$ cat src/rtl/aud_regs_pkg.sv
package aud_regs_pkg;
  localparam int NCH = 3;
  localparam int DW = 32;
  localparam int AW = 8;
  localparam int PW = 4;
  localparam int EAW = AW + PW;
  localparam int SCW = 16;
  localparam int IEN_LSB = 8;

  localparam logic [EAW-1:0] OFF_CTRL   = 12'h000;
  localparam logic [EAW-1:0] OFF_STAT   = 12'h004;
  localparam logic [EAW-1:0] OFF_PAGE   = 12'h00C;
  localparam logic [EAW-1:0] OFF_CODEC  = 12'h010;
  localparam logic [EAW-1:0] OFF_LEGACY = 12'h01B;
  localparam logic [EAW-1:0] OFF_SCTRL  = 12'h020;
  localparam logic [EAW-1:0] OFF_SC0    = 12'h024;
  localparam logic [AW-1:0]  WIN_TAG    = 8'h30;

  localparam logic [DW-1:0] CTRL_RST   = 32'h0000_0001;
  localparam logic [7:0]    STAT_FIXED = 8'h60;
  localparam logic [DW-1:0] LEGACY_VAL = 32'd5;

  typedef enum logic [1:0] {
    SZ_BYTE = 2'b00,
    SZ_HALF = 2'b01,
    SZ_WORD = 2'b10
  } acc_size_e;

  function automatic logic [EAW-1:0] sc_off(int c);
    return OFF_SC0 + EAW'(4 * c);
  endfunction

  // last channel is record, it lives on the next page
  function automatic logic [EAW-1:0] frame_base(int c);
    return (c == NCH - 1) ? 12'hD30 : 12'hC30 + EAW'(8 * c);
  endfunction
endpackage

$ cat src/rtl/aud_addr_map.sv
module aud_addr_map
  import aud_regs_pkg::*;
(
  input  logic [AW-1:0]  addr_i,
  input  logic [PW-1:0]  page_i,
  output logic [EAW-1:0] eaddr_o
);
  logic in_win;
  assign in_win  = (addr_i[AW-1:4] == WIN_TAG[AW-1:4]);
  assign eaddr_o = in_win ? {page_i, addr_i} : {{PW{1'b0}}, addr_i};
endmodule

$ cat src/rtl/aud_lane_merge.sv
module aud_lane_merge
  import aud_regs_pkg::*;
#(
  parameter int W = 32
) (
  input  logic [W-1:0] old_i,
  input  logic [W-1:0] wdata_i,
  input  acc_size_e    size_i,
  input  logic [1:0]   lane_i,
  output logic [W-1:0] merged_o
);
  localparam int NB = W / 8;

  for (genvar b = 0; b < NB; b++) begin : g_lane
    localparam logic [1:0] LB = 2'(b);
    logic       sel;
    logic [7:0] src;
    always_comb begin
      unique case (size_i)
        SZ_BYTE: begin sel = (lane_i == LB);       src = wdata_i[7:0]; end
        SZ_HALF: begin sel = (lane_i[1] == LB[1]); src = wdata_i[(b % 2) * 8 +: 8]; end
        SZ_WORD: begin sel = 1'b1;                 src = wdata_i[b * 8 +: 8]; end
        default: begin sel = 1'b0;                 src = 8'h00; end
      endcase
    end
    assign merged_o[b * 8 +: 8] = sel ? src : old_i[b * 8 +: 8];
  end
endmodule

$ cat src/rtl/aud_irq_ctrl.sv
module aud_irq_ctrl #(
  parameter int N = 3
) (
  input  logic         clk_i,
  input  logic         rst_ni,
  input  logic [N-1:0] done_i,
  input  logic [N-1:0] ien_i,
  input  logic [N-1:0] ien_fall_i,
  output logic [N-1:0] pend_o,
  output logic         irq_o
);
  logic [N-1:0] pend_q;

  // set term is ORed last so a coincident pulse wins over the clear
  always_ff @(posedge clk_i or negedge rst_ni) begin
    if (!rst_ni) pend_q <= '0;
    else         pend_q <= (pend_q & ~ien_fall_i) | (done_i & ien_i);
  end

  assign pend_o = pend_q;
  assign irq_o  = |pend_q;
endmodule

$ cat src/rtl/aud_regfile.sv
module aud_regfile
  import aud_regs_pkg::*;
(
  input  logic              clk_i,
  input  logic              rst_ni,
  input  logic              wr_en_i,
  input  logic [1:0]        size_i,
  input  logic [7:0]        addr_i,
  input  logic [31:0]       wdata_i,
  output logic [31:0]       rdata_o,
  input  logic [2:0]        done_i,
  output logic              irq_o,
  output logic [31:0]       ctrl_o,
  output logic [31:0]       sctrl_o,
  output logic [47:0]       scount_o,
  output logic [95:0]       frame_addr_o,
  output logic [95:0]       frame_cnt_o
);
  acc_size_e sz;
  logic [EAW-1:0] eaddr, base;
  logic [1:0] lane;
  logic is_b, is_h, is_w;

  logic [DW-1:0]  ctrl_q, sctrl_q, codec_q, ctrl_mrg, sctrl_mrg, stat_w;
  logic [PW-1:0]  page_q;
  logic [SCW-1:0] sc_q [NCH];
  logic [DW-1:0]  fa_q [NCH];
  logic [DW-1:0]  fc_q [NCH];
  logic ctrl_we, sctrl_we, page_we, codec_we;
  logic [NCH-1:0] sc_we, fa_we, fc_we;
  logic [NCH-1:0] ien, ien_new, ien_fall, pend_w;

  assign sz   = acc_size_e'(size_i);
  assign is_b = (sz == SZ_BYTE);
  assign is_h = (sz == SZ_HALF);
  assign is_w = (sz == SZ_WORD);
  assign lane = addr_i[1:0];

  aud_addr_map u_map (
    .addr_i  (addr_i),
    .page_i  (page_q),
    .eaddr_o (eaddr)
  );
  assign base = {eaddr[EAW-1:2], 2'b00};

  aud_lane_merge #(.W(DW)) u_ctrl_mrg (
    .old_i    (ctrl_q),
    .wdata_i  (wdata_i),
    .size_i   (sz),
    .lane_i   (lane),
    .merged_o (ctrl_mrg)
  );

  aud_lane_merge #(.W(DW)) u_sctrl_mrg (
    .old_i    (sctrl_q),
    .wdata_i  (wdata_i),
    .size_i   (sz),
    .lane_i   (lane),
    .merged_o (sctrl_mrg)
  );

  assign ctrl_we  = wr_en_i && (base == OFF_CTRL) &&
                    (is_b || (is_h && !lane[0]) || (is_w && lane == 2'b00));
  assign sctrl_we = wr_en_i && (base == OFF_SCTRL) &&
                    (is_b || (is_w && lane == 2'b00));
  assign page_we  = wr_en_i && (eaddr == OFF_PAGE) && (is_b || is_w);
  assign codec_we = wr_en_i && (eaddr == OFF_CODEC) && is_h;

  for (genvar c = 0; c < NCH; c++) begin : g_ch
    assign sc_we[c] = wr_en_i && (is_h || is_w) && (eaddr == sc_off(c));
    assign fa_we[c] = wr_en_i && is_w && (eaddr == frame_base(c));
    assign fc_we[c] = wr_en_i && is_w && (eaddr == frame_base(c) + EAW'(4));
    assign scount_o[c * SCW +: SCW]   = sc_q[c];
    assign frame_addr_o[c * DW +: DW] = fa_q[c];
    assign frame_cnt_o[c * DW +: DW]  = fc_q[c];
  end

  // status bit k pairs with enable bit IEN_LSB + (NCH-1-k)
  for (genvar k = 0; k < NCH; k++) begin : g_ien
    assign ien[k]     = sctrl_q[IEN_LSB + NCH - 1 - k];
    assign ien_new[k] = sctrl_mrg[IEN_LSB + NCH - 1 - k];
  end
  assign ien_fall = sctrl_we ? (ien & ~ien_new) : '0;

  aud_irq_ctrl #(.N(NCH)) u_irq (
    .clk_i      (clk_i),
    .rst_ni     (rst_ni),
    .done_i     (done_i),
    .ien_i      (ien),
    .ien_fall_i (ien_fall),
    .pend_o     (pend_w),
    .irq_o      (irq_o)
  );

  always_ff @(posedge clk_i or negedge rst_ni) begin
    if (!rst_ni) begin
      ctrl_q  <= CTRL_RST;
      sctrl_q <= '0;
      page_q  <= '0;
      codec_q <= '0;
    end else begin
      if (ctrl_we)  ctrl_q  <= ctrl_mrg;
      if (sctrl_we) sctrl_q <= sctrl_mrg;
      if (page_we)  page_q  <= wdata_i[PW-1:0];
      if (codec_we) codec_q <= {{(DW-SCW){1'b0}}, wdata_i[SCW-1:0]};
    end
  end

  always_ff @(posedge clk_i or negedge rst_ni) begin
    if (!rst_ni) begin
      for (int c = 0; c < NCH; c++) begin
        sc_q[c] <= '0;
        fa_q[c] <= '0;
        fc_q[c] <= '0;
      end
    end else begin
      for (int c = 0; c < NCH; c++) begin
        if (sc_we[c]) sc_q[c] <= wdata_i[SCW-1:0];
        if (fa_we[c]) fa_q[c] <= wdata_i;
        if (fc_we[c]) fc_q[c] <= wdata_i;
      end
    end
  end

  assign stat_w = {|pend_w, {(DW-9){1'b0}}, STAT_FIXED | {{(8-NCH){1'b0}}, pend_w}};

  always_comb begin
    rdata_o = '1;
    unique case (sz)
      SZ_BYTE: begin
        if (eaddr == OFF_LEGACY)    rdata_o = LEGACY_VAL;
        else if (eaddr == OFF_PAGE) rdata_o = {{(DW-PW){1'b0}}, page_q};
        else if (base == OFF_CTRL)  rdata_o = {24'h0, ctrl_q[{lane, 3'b000} +: 8]};
        else if (base == OFF_STAT)  rdata_o = {24'h0, stat_w[{lane, 3'b000} +: 8]};
      end
      SZ_HALF: begin
        for (int c = 0; c < NCH; c++)
          if (eaddr == sc_off(c) + EAW'(2)) rdata_o = '0;
      end
      SZ_WORD: begin
        if (lane == 2'b00) begin
          if (eaddr == OFF_CTRL)  rdata_o = ctrl_q;
          if (eaddr == OFF_STAT)  rdata_o = stat_w;
          if (eaddr == OFF_PAGE)  rdata_o = {{(DW-PW){1'b0}}, page_q};
          if (eaddr == OFF_CODEC) rdata_o = codec_q;
          if (eaddr == OFF_SCTRL) rdata_o = sctrl_q;
          for (int c = 0; c < NCH; c++) begin
            if (eaddr == sc_off(c))                rdata_o = {{(DW-SCW){1'b0}}, sc_q[c]};
            if (eaddr == frame_base(c))            rdata_o = fa_q[c];
            if (eaddr == frame_base(c) + EAW'(4))  rdata_o = fc_q[c];
          end
        end
      end
      default: rdata_o = '1;
    endcase
  end

  assign ctrl_o  = ctrl_q;
  assign sctrl_o = sctrl_q;
endmodule

$ cat config.mk
export PLATFORM = sky130hd
export DESIGN_NAME = aud_regfile
export DESIGN_NICKNAME = d
export VERILOG_FILES = /design/src/rtl/aud_regs_pkg.sv /design/src/rtl/aud_addr_map.sv /design/src/rtl/aud_lane_merge.sv /design/src/rtl/aud_irq_ctrl.sv /design/src/rtl/aud_regfile.sv
export SDC_FILE = /design/constraint.sdc
export NUM_CORES = 1
export LEC_CHECK = 0
export ABC_AREA = 1
export ABC_CLOCK_PERIOD_IN_PS = 5500
export BUFFER_PORTS_ARGS = -buffer_cell sky130_fd_sc_hd__buf_2
export CAP_MARGIN = 20
export CORE_MARGIN = 2
export CORE_UTILIZATION = 45
export CTS_BUF_LIST = sky130_fd_sc_hd__clkbuf_4 sky130_fd_sc_hd__clkbuf_8
export DETAILED_ROUTE_END_ITERATION = 8
export GPL_TIMING_DRIVEN = 0
export HOLD_SLACK_MARGIN = 0.05
export PLACE_DENSITY = 0.69
export SYNTH_ARGS = -nofsm -noshare
export SYNTH_HDL_FRONTEND = slang
export SYNTH_SLANG_ARGS = --single-unit
export TNS_END_PERCENT = 10
$ cat constraint.sdc
create_clock -name clk_i -period 5.5 [get_ports clk_i]
set_input_delay 0.275 -clock clk_i [delete_from_list [all_inputs] [get_ports clk_i]]
set_output_delay 0.275 -clock clk_i [all_outputs]
set_load 0.02 [all_outputs]
# == Yosys cells after proc, flatten, opt, wreduce, memory -nomap -nowiden ==
# Cells that the tools add are included.
# totals
reg_bits,327
in_bits,48
out_inout_bits,337
word_cells,132
# classes
eq_ne,25
n_shift,2
n_mux,34
n_bitwise,7
reduce_logical,43
# op_table
cell,n
two-way mux 32 bit,22
case mux 32 bit (3 select lines),1
== test 12 x 6 -> 1 bit (second input constant),7
== test 12 bit (second input constant),6
indexed part select 32 x 6 -> 8 bit,2
case mux 8 bit (2 select lines),2
== test 12 x 5 -> 1 bit (second input constant),2
zero test 12 bit,2
case mux 8 bit (3 select lines),1
logical AND 1 bit,21
AND reduction 2 bit,8
== test 12 x 3 -> 1 bit (second input constant),1
== test 12 x 4 -> 1 bit (second input constant),1
two-way mux 12 bit,1
case mux 1 bit (3 select lines),4
== test 10 x 1 -> 1 bit (second input constant),1
== test 10 x 4 -> 1 bit (second input constant),1
bitwise AND 3 bit,3
two-way mux 8 bit,1
== test 2 bit (second input constant),3
two-way mux 3 bit,2
inverter 3 bit,2
OR reduction 3 bit,2
logical OR 1 bit,5
other kinds (7),10

# == Logic depth before layout (Yosys ltp) ==
# depth
ltp_word,19
mapped_depth,19
depth_no_buf,19

# == Hierarchy ==
# From an unflattened synthesis, not the netlist that was laid out.
# hier_totals
hier_cells,2588
hier_area_um2,18858.1
# by_module_without_submodules
mod,n_inst,cells_each,area_each_um2
aud_regfile,1,2138,16667.2
aud_lane_merge,2,206,974.7
aud_irq_ctrl,1,18,131.4
aud_addr_map,1,20,110.1

# == Least setup slack after synthesis ==
# No wires, ideal clock.
# synth_timing
path_kind,register to output
from,reg page_q[1]
to,out rdata_o[3]
t_arrival_ns,1.790
t_required_ns,5.225
setup_slack_ns,3.435
stages_incl_launch_ff,16
path_buffers,0
cell_sequence,dfrtp_1 > inv_1 > nand2_1 > o21ai_1 > nand3_1 > or2_2 > nand3_1 > nand2_1 > nand2_1 > nand2_1 > nand2_1 > nand2_1 > nand2_1 > nand2_1 > nand2_1 > nand2_1
# synth_via
elab_chain_cells,18
word_cells_on_any_way,44
# synth_rtl
element,line,rtl
start: declaration,aud_regfile.sv:25,logic [PW-1:0] page_q;
start signal: assignment,aud_regfile.sv:104,if (page_we) page_q <= wdata_i[PW-1:0];
two-way mux 12 bit (*),aud_addr_map.sv:10,"assign eaddr_o = in_win ? {page_i, addr_i} : {{PW{1'b0}}, addr_i};"
zero test 12 bit,aud_regfile.sv:142,if (eaddr == OFF_CTRL) rdata_o = ctrl_q;
two-way mux 32 bit,aud_regfile.sv:142,
two-way mux 32 bit,aud_regfile.sv:143,if (eaddr == OFF_STAT) rdata_o = stat_w;
two-way mux 32 bit,aud_regfile.sv:144,"if (eaddr == OFF_PAGE) rdata_o = {{(DW-PW){1'b0}}, page_q};"
two-way mux 32 bit,aud_regfile.sv:145,if (eaddr == OFF_CODEC) rdata_o = codec_q;
two-way mux 32 bit,aud_regfile.sv:146,if (eaddr == OFF_SCTRL) rdata_o = sctrl_q;
two-way mux 32 bit,aud_regfile.sv:148,"if (eaddr == sc_off(c)) rdata_o = {{(DW-SCW){1'b0}}, sc_q[c]};"
(+2 left out),-,
two-way mux 32 bit,aud_regfile.sv:148,
two-way mux 32 bit,aud_regfile.sv:149,if (eaddr == frame_base(c)) rdata_o = fa_q[c];
two-way mux 32 bit,aud_regfile.sv:150,if (eaddr == frame_base(c) + EAW'(4)) rdata_o = fc_q[c];
two-way mux 32 bit,aud_regfile.sv:148,
two-way mux 32 bit,aud_regfile.sv:149,
two-way mux 32 bit,aud_regfile.sv:150,
two-way mux 32 bit,aud_regfile.sv:141,if (lane == 2'b00) begin
case mux 32 bit (3 select lines) (*),aud_regfile.sv:129,unique case (sz)
end: declaration,aud_regfile.sv:10,"output logic [31:0] rdata_o,"
# Mark *: on every way between the ends. The rest lies on a longest branch, timed or not.

# == Worst setup path after layout ==
# layout_timing
from,reg page_q[2]
to,out rdata_o[21]
# The elaborated chain is that of the path after synthesis.

==> metrics <==
CTS Hold Buffers Added=26; fraction of layout cells with a size suffix above 1=20.94%; r2r setup slk=roughly 2.8 ns; Data required, critical path=5.22 ns; initial drt markers=2243; syn_nets=about 2.3k; Lkg Pwr=approximately 11 nW; area leader, netlist=dfrtp_1; Primary FF master, synth=dfrtp_1; H-tree depth=2; RSZ-0062 raised after global routing=no; Synth Register Bits=327; simple logic cell fraction of the synthesized area=roughly 28%; final WL=75.80 mm; top-area cell type share of the netlist area=49.08%; switch share=about 28%; core box area=between 30000 and 40000 um^2; # IOs=385; First-pass DRT Iterations=7; hold crit path type=input pin to flip-flop; Crit path arrival time=between 3 and 4 ns; Max FO, Critical Path=10; Post-synth EDFFs=0; Max Cap Viol=0; final setup TNS=0 ns; number of synthesis warnings=0; die area=a little under 40000 um^2; die height=196.2 um; Area contributors post-synth=dfrtp_1, nand2_1, o21ai_0; adder-cell share of the synthesized area=less than 1%; crit end category=output pin; Sink Count=roughly 330; main combinational cell family by area after synthesis=simple AND/OR/NAND/NOR gates; Slew Viols, Final=0; fin crit share=65.96%; row cnt=70; Worst Tran Pin Value=1.068 ns; Max-slew headroom=between 20% and 30%; Area Growth Syn to Fin=23.99%; WL per Instance=around 23 um; synthesized netlist cell count=between 2k and 2.5k; number of buffers created by CTS=54; Max VDD drop=between 0.15 and 0.2 mV; Resized cells post-CTS=0; worst hold margin=between 0.08 and 0.09 ns; status=finished clean; RePlAce Congestion=slightly above 1; internal power=about 0.0038 W; XOR/XNOR Fraction of Synth Area=0%; CTS clk-pin slew, worst paths=~0.07 ns; Psw=0.001465 W; Starting Density=a little under half; fraction of registers with async set/reset=100.0%; initial antenna violation count=1; Final HPWL DP=57.76 mm; Pwr per Cell Area=255.6 nW/um^2; total grt overflow=0; final hold violations=0; crit path launch type=flip-flop; CTS Buffer Depth=3; Root Buffer=clkbuf_8; post-synthesis compound-gate area fraction=between 15 and 20%; clk_lat worst skew=~0.66 ns; mux contribution to synthesized area=0%; Flop pwr share=a little under half; skew final=between 0.015 and 0.02 ns; sequential area share after synthesis=49.24%; Vias/cell=5.664; gr usage total=39.30%; vias in the first global route=17.45k; endpoints failing setup=0; combinational power share=between 8 and 9%; setup bufs post-CTS=0; Port Buffers=about 380; Max Fclk=275.6 MHz; Min Clock Period, post-route=3.628 ns; nets=around 2.8k; Netlist cell types=40; Design Power=0.005268 W; Vias=approximately 18k; pin count of the biggest net entering global routing=124; Syn Area/Cell=about 7.3 um^2; power share of the clock group=roughly 44%; CTS tree=done; Cell Area, Synth=approximately 17000 um^2; global-route wire length before repair=around 110 mm; Final ANT Viol Nets=0; WS Path Type=flip-flop to output pin; DRC=0; die width=about 200 um
[routing by layer]
| metal | vias up | share of wire [%] | wire length (um) | global-route usage [%] |
|---|---|---|---|---|
| li1 | 8220 | - | - | - |
| met1 | 8873 | 41 | 31420 | 54.18 |
| met2 | 1128 | 44 | 33430 | 59.87 |
| met3 | 177 | 9.8 | 7450 | 8.630 |
| met4 | 0 | 4.6 | 3507 | 16.98 |
| met5 | - | 0 | 0 | 0 |
[power groups by stage]
| stage | combinational, W | sequential, W | clock, W |
|---|---|---|---|
| after floorplan | 0.000182 | 0.00252 | 0 |
| after global placement | 0.000441 | 0.00250 | 0 |
| after detailed placement | 0.000448 | 0.00250 | 0 |
| after CTS | 0.000463 | 0.00246 | 0.00234 |
| after global routing | 0.000501 | 0.00246 | 0.00245 |
| final | 0.000469 | 0.00246 | 0.00234 |
[worst max-delay path: stages (launching register included)]
cell and delay, ns:
dfrtp_1 0.46, inv_1 0.08, nand2_1 0.08, nand2_1 0.08, nand2_1 0.09, nor2_1 0.38
inv_1 0.25, a31oi_2 0.61, buf_2 0.37, nand2_1 0.11, buf_2 0.17
[worst paths after layout]
check / endpoint / depth (start not counted) / start
worst max-delay path: rdata_o[21] / 10 / page_q[2]$_DFFE_PN0P_
worst min register to register: codec_q[5]$_DFFE_PN0P_ / 2 / codec_q[5]$_DFFE_PN0P_
worst max register to register: sctrl_o[16]$_DFFE_PN0P_ / 10 / page_q[1]$_DFFE_PN0P_
min in group asynchronous: sctrl_o[29]$_DFFE_PN0P_ / 2 / rst_ni
worst min-delay path: frame_addr_o[94]$_DFFE_PN0P_ / 3 / wdata_i[30]
max in group asynchronous: page_q[1]$_DFFE_PN0P_ / 3 / rst_ni
[registers in the layout (all words and copies together), names as in the netlist]
signal	count
page_q	4
sctrl_o	32
frame_addr_o	96
frame_cnt_o	96
scount_o	48
u_irq.pend_o	3
codec_q	16
ctrl_o	32
[layout by cell type (no fill, tap or decap), drive strengths merged, types with 22 or more instances in the layout]
cell type / count
inv: 155
nand3: 44
nand4: 22
clkbuf: 164
nand2: 903
nor2: 181
dlygate4sd3: 26
a21oi: 41
o21ai: 390
dfrtp: 326
o22ai: 30
buf: 435
[cell families (layout without fill, tap and decap cells)]
family | count (synthesis) | count (layout)
flip-flops | 327 | 327
other | 0 | 1
AO/OA/AOI/OAI | 491 | 491
buffers and inverters | 287 | 797
adder cells (fa/ha/maj) | 4 | 4
AND/OR/NAND/NOR | 1160 | 1160
[synth_stat cells, drive strengths merged, types with 2 or more instances]
cell / instances
a22o: 10
o211ai: 3
dfrtp: 326
ha: 4
a21oi: 41
o31ai: 2
nor2: 181
o41ai: 2
a22oi: 6
a31oi: 5
o22ai: 30
inv: 155
nand2: 903
clkbuf: 80
nand3: 44
or2: 2
buf: 50
o21ai: 390
nand4: 22
nor3: 6
clkinv: 2
[final cells by class]
| class | count | area, um^2 |
|---|---|---|
| clock buffers | 84 | 1044 |
| flip-flops and latches | 327 | 8184 |
| plain buffers | 130 | 591.8 |
| diodes | 1 | 2.502 |
| multi-input cells | 1655 | 7256 |
| clock inverters | 15 | 113.9 |
| inverters | 157 | 589.3 |
| repair buffers | 411 | 2242 |
| fillers | 3568 | 15910 |
| well taps | 468 | 585.6 |
[stage by stage]
| step | worst slack (ns) | utilization, % | area (um^2) | instances |
|---|---|---|---|---|
| CTS | 1.927 | 56.42 | 20610 | 3247 |
| global placement | -2.063 | 52.36 | 19120 | 3120 |
| detailed placement | 2.145 | 52.54 | 19190 | 3122 |
| finish | 1.872 | 56.43 | 20610 | 3248 |
| global route | 1.803 | 56.42 | 20610 | 3247 |
| floorplan | 3.435 | - | 16620 | 2269 |
Power figures use the tool's default switching activity.
